`config.mk`:
```
export PLATFORM = sky130hd
export DESIGN_NAME = pi_byte_pos
export DESIGN_NICKNAME = d
export VERILOG_FILES = /design/src/rtl/pi_chk_pkg.sv /design/src/rtl/pi_byte_pos.sv
export SDC_FILE = /design/constraint.sdc
export NUM_CORES = 1
export LEC_CHECK = 0
export ABC_CLOCK_PERIOD_IN_PS = 5200
export BUFFER_PORTS_ARGS = -buffer_cell sky130_fd_sc_hd__buf_2
export CAP_MARGIN = 20
export CORE_AREA = 10 10 47 49
export CTS_CLUSTER_SIZE = 16
export DETAILED_ROUTE_END_ITERATION = 16
export DIE_AREA = 0 0 57 59
export GPL_TIMING_DRIVEN = 0
export PLACE_DENSITY = 0.73
export RECOVER_POWER = 100
export REMOVE_ABC_BUFFERS = 1
export SYNTH_ARGS = -nofsm -noshare
export SYNTH_HDL_FRONTEND = slang
export SYNTH_SLANG_ARGS = --single-unit
```
`constraint.sdc`:
```
create_clock -name clk -period 5.2 [get_ports clk]
set_input_delay 0.78 -clock clk [delete_from_list [all_inputs] [get_ports clk]]
set_output_delay 0.78 -clock clk [all_outputs]
set_load 0.03 [all_outputs]
```
`src/rtl/pi_chk_pkg.sv`:
```
package pi_chk_pkg;

   typedef enum logic [2:0] {
      ST_OK    = 3'd0,
      ST_GUARD = 3'd1,
      ST_APP   = 3'd2,
      ST_REF   = 3'd3,
      ST_BADPI = 3'd4
   } pi_status_e;

   localparam int unsigned TUPLE_BYTES = 8;
   localparam int unsigned EN_GUARD    = 12;
   localparam int unsigned EN_APP      = 11;
   localparam int unsigned EN_REF      = 10;
   localparam logic [15:0] GUARD_POLY  = 16'h8BB7;

   // stored tuple, first byte on the wire lands in the top bits
   typedef struct packed {
      logic [15:0] guard;
      logic [15:0] app;
      logic [31:0] ref_tag;
   } pi_tuple_t;

   function automatic logic [15:0] crc_step(input logic [15:0] c, input logic [7:0] b);
      logic [15:0] r;
      r = c ^ {b, 8'h00};
      for (int k = 0; k < 8; k++) begin
         r = r[15] ? ((r << 1) ^ GUARD_POLY) : (r << 1);
      end
      return r;
   endfunction

endpackage

```
`src/rtl/pi_byte_pos.sv`:
```
module pi_byte_pos
   import pi_chk_pkg::*;
#(
   parameter int unsigned DATA_BYTES = 512,
   parameter int unsigned META_BYTES = 8
) (
   input  logic clk,
   input  logic rst_n,
   input  logic clr,
   input  logic adv,
   input  logic tuple_first,
   output logic in_crc,
   output logic in_tuple,
   output logic last
);
   localparam int unsigned BLK   = DATA_BYTES + META_BYTES;
   localparam int unsigned POS_W = $clog2(BLK);

   logic [POS_W-1:0] pos_q;
   logic [POS_W-1:0] toff;

   generate
      if (META_BYTES == TUPLE_BYTES) begin : g_fixed
         // tuple fills the metadata: both placements coincide
         logic unused_sel;
         assign unused_sel = tuple_first;
         assign toff = POS_W'(DATA_BYTES);
      end else begin : g_select
         assign toff = tuple_first ? POS_W'(DATA_BYTES) : POS_W'(BLK - TUPLE_BYTES);
      end
   endgenerate

   assign in_crc   = pos_q < toff;
   assign in_tuple = ({1'b0, pos_q} >= {1'b0, toff}) &&
                     ({1'b0, pos_q} < ({1'b0, toff} + (POS_W+1)'(TUPLE_BYTES)));
   assign last     = pos_q == POS_W'(BLK - 1);

   always_ff @(posedge clk or negedge rst_n) begin
      if (!rst_n)      pos_q <= '0;
      else if (clr)    pos_q <= '0;
      else if (adv)    pos_q <= last ? '0 : pos_q + 1'b1;
   end
endmodule

```
# After elaboration in Yosys (flattened, before gate mapping)
# Index checks and enable logic that the tools add are counted.
[word_totals] word_cells=11 latchBits=0 mem_bits_rw=0 mem_count=0 register_bits=10 romBits=0 inputBits=5 output_inout_bits=3
[op_classes] reduce_logical=2 n_div=0 magnitude_cmp=3 n_shift=0 n_eq_ne=1 n_mul=0 n_addsub=1 bitwise_logic=0 n_mux=3
[op_table] cell="$mux 10" n=3
[op_table] cell="$lt 10x10->1 const B" n=2
[op_table] cell="$add 10x1->10 const B" n=1
[op_table] cell="$eq 10x10->1 const B" n=1
[op_table] cell="$ge 10x10->1 const B" n=1
[op_table] cell="$reduce_bool 2->1" n=1
[op_table] cell="$logic_and 1x1->1" n=1

# Depth between registers and ports, before layout
[depth] word_depth=4 ltp_mapped=6 depth_no_buf=6

# Worst setup path before layout
# No wires, ideal clock.
[synth_timing] path_type="register to output" from="register pos_q[8]" to="output port last" arrival_ns=1.443 path_buffers=0 slack_ns=2.977 path_stages_with_launch=4 required_ns=4.420 cell_sequence="dfrtp_1 -> or4b_1 -> or3_4 -> clkinv_2"
[synth_between] elab_chain_cells=1
[synth_lines] element="from (decl)" line="pi_byte_pos.sv:19" text="logic [POS_W-1:0] pos_q;"
[synth_lines] element="from (signal assigned)" line="pi_byte_pos.sv:41" text="else if (adv) pos_q <= last ? '0 : pos_q + 1'b1;"
[synth_lines] element="$eq 10x10->1" line="pi_byte_pos.sv:36" text="assign last = pos_q == POS_W'(BLK - 1);"
[synth_lines] element="to (decl)" line="pi_byte_pos.sv:14" text="output logic last"
# No other way between the ends.

# Final worst setup path
# Ends and elaborated chain as after synthesis.

==> impl_metrics.py <==
metrics = {
    "status": {
        "status": "finished clean",
    },
    "floorplanning": {
        "core_mm2": 0.00140,
        "std_cell_rows": 14,
        "die_area_mm2": 0.00336,
        "start_util_pct": 40.7,
        "die_h_um": 59,
        "fp.dieW_um": 57,
        "io_pins": 8,
    },
    "layout": {
        "reg.largest.list": "pos_q x10",
        "multi_input_area_um2": 282,
        "layout-drive-gt1-share_pct": 10.0,
        "fillers": 143,
        "largest_reg_flops": 10,
        "largest-register": "pos_q",
        "final_nets": 78,
        "seq_area_um2": 250,
        "diodes": 0,
        "area_delta_synth_final_pct": 11.0,
    },
    "yosys": {
        "ys_ff_latch": 10,
        "yosysWarnings": 0,
        "syn_area_um2": 571,
        "avgSynthCellArea_um2": 9.20,
        "ys_types": 25,
        "ys_seq_area_share_pct": 43.9,
        "synthesis.instances": 62,
    },
    "clock_tree": {
        "cts_root_buf": "clkbuf_4",
        "cts_buffers": 3,
        "clkLatencyLatePin_ps": 270,
        "cts_max_path_buffers": 2,
        "clock-sinks": 10,
        "cts_setup_buffers": 0,
        "cts_hold_buf": 0,
        "path_clk_slew_ps": 70,
        "htree_levels": 1,
        "cts_tree": "yes",
        "cts_resized": 0,
    },
    "global_route": {
        "grt_pass1_vias": 438,
        "gr-usage-met2_pct": 11.2,
        "grt_usage_pct": 6.69,
        "grt.busiest_layer": "met2",
        "grt_max_degree": 11,
        "grtUsageMet3_pct": 5.15,
        "overflow": 0,
        "grt_pass1_wl_um": 1770,
        "antenna_found_initial": 0,
        "met1_usage_pct": 5.91,
    },
    "detailed_routing": {
        "wl_um": 972,
        "vias": 442,
        "vias_per_cell": 5.14,
        "drt_iter0_drc": 15,
        "drt_first_pass_iters": 6,
        "drtAntennaViolNets": 0,
        "avgRoutedWirePerCell_um": 11.3,
        "route.detailed.drc": 0,
    },
    "setup_path": {
        "cp-start-kind": "flop",
        "rrSetupSlack_ps": 3180,
        "worstPathRequired_ps": 4420,
        "criticalPathCategory": "reg2out",
        "end_kind": "output port",
        "arrival_ps": 2100,
        "worstPathMaxFanout": 4,
    },
    "timing": {
        "setup_viol": 0,
        "rsz0062_at_grt": "no",
        "finalClockSkew_ps": 9.55,
        "final_hold_viol_count": 0,
        "fin_tns_setup_ps": 0,
        "drv_slew": 0,
        "max_freq_mhz": 347,
        "worst_pin_slew_ps": 534,
        "fin_crit_sh_pct": 55.5,
        "hold_ws_ps": 459,
        "fin_crit_ps": 2880,
        "slew_headroom_pct": 64.4,
        "final.setup.worst_slack_ps": 2320,
    },
    "pwr": {
        "clkPwrFrac_pct": 40.1,
        "netSwitchingFraction_pct": 24.9,
        "p_per_area_mw_per_mm2": 271,
        "vdd_drop_max_v": 0.000183,
        "switchingPower_mw": 0.0426,
        "power_frac_comb_pct": 11.9,
        "pwr-share-seq_pct": 48.0,
        "p_int_mw": 0.129,
        "power.leakage_nw": 0.282,
    },
    "placement": {
        "gp_congestion": 0.790,
        "io_buffers": 6,
        "place_ws_ps": 2810,
        "dp_hpwl_um": 744,
    },
    "run": {
        "max_cap_viol_count": 0,
    },
    "min_path": {
        "hp-class": "in2async",
    },
}
[cell type report]
class / instances / share of cell area, %
clock buffers: 4 / 5.73
well taps: 16 / 3.16
repair buffers: 6 / 3.95
multi-input cells: 45 / 44.5
flip-flops and latches: 10 / 39.5
inverters: 5 / 3.16
[critical path, cell delays in order, from the launching register on]
cell	delay, ps
dfrtp_1	410
or4b_1	540
or3_1	440
clkinvlp_2	130
clkbuf_1	320
[power groups by stage]
stage	registers, mW	logic (mW)	clock network [mW]
global route	0.0828	0.0225	0.0760
CTS	0.0823	0.0220	0.0709
detailed placement	0.0838	0.0220	0
floorplan	0.0833	0.0139	0
finish	0.0823	0.0204	0.0687
global placement	0.0837	0.0218	0
[cells in the final DEF (no fill, tap or decap), types with 2 or more instances in the layout]
cell type,count
xor2_1,5
clkbuf_4,3
dfrtp_1,10
nor2_1,11
nand2b_1,2
clkbuf_1,4
nand4_1,2
buf_2,2
nand2_1,5
a21oi_1,2
nand3_1,3
xnor2_1,2
inv_1,4
or3_1,2
ha_1,2
[worst paths after layout]
check,end,depth (start not counted),from
worst max-delay path,last,4,pos_q[8]
worst min-delay path,pos_q[3],1,rst_n
worst max register to register,pos_q[9],5,pos_q[8]
worst min register to register,pos_q[9],1,pos_q[9]
max in group asynchronous,pos_q[7],1,rst_n
min in group clk,pos_q[9],1,pos_q[9]
[cell usage after synthesis, drive strengths merged]
cell type	number	area share, %
nand3	3	2.6
and3	1	1.1
a2111oi	1	1.8
xor2	5	7.7
nor4	1	1.1
nand4	2	2.2
dfrtp	10	44
or3	2	3.1
nand2	5	3.3
a311o	1	1.8
ha	2	4.4
inv	4	2.6
o2111ai	1	1.5
a21o	1	1.3
nor3	1	0.88
o211a	1	1.8
buf	2	2.2
clkinv	1	0.88
nor2	11	7.2
xnor2	2	3.1
or4b	1	1.8
nand2b	2	2.2
a21oi	2	1.8
[cell families (layout without fill, tap and decap cells)]
family	count (synthesis)	after routing	share of synthesized area, %
AOI/OAI and AO/OA	7	7	9.87
xor gates and xnor gates	7	7	10.7
adders and majority gates	2	2	4.39
buffers and inverters	7	15	5.70
DFF	10	10	43.9
and+or+nand+nor	29	29	25.4
[through the flow]
step | area, um^2 | utilization [%] | total power, mW | cells
after floorplan | 558 | - | 0.0972 | 60
after global placement | 608 | 43.4 | 0.106 | 82
after detailed placement | 608 | 43.4 | 0.106 | 82
after CTS | 644 | 46.0 | 0.175 | 86
after global routing | 633 | 45.2 | 0.181 | 86
final | 633 | 45.2 | 0.171 | 86
[layer usage]
metal	share of wire [%]	wire, um
met1	45	433
met2	46	450
met3	8.1	79
met4	0.93	9
met5	0	0
Note: power is estimated with default switching activity, not from simulation.
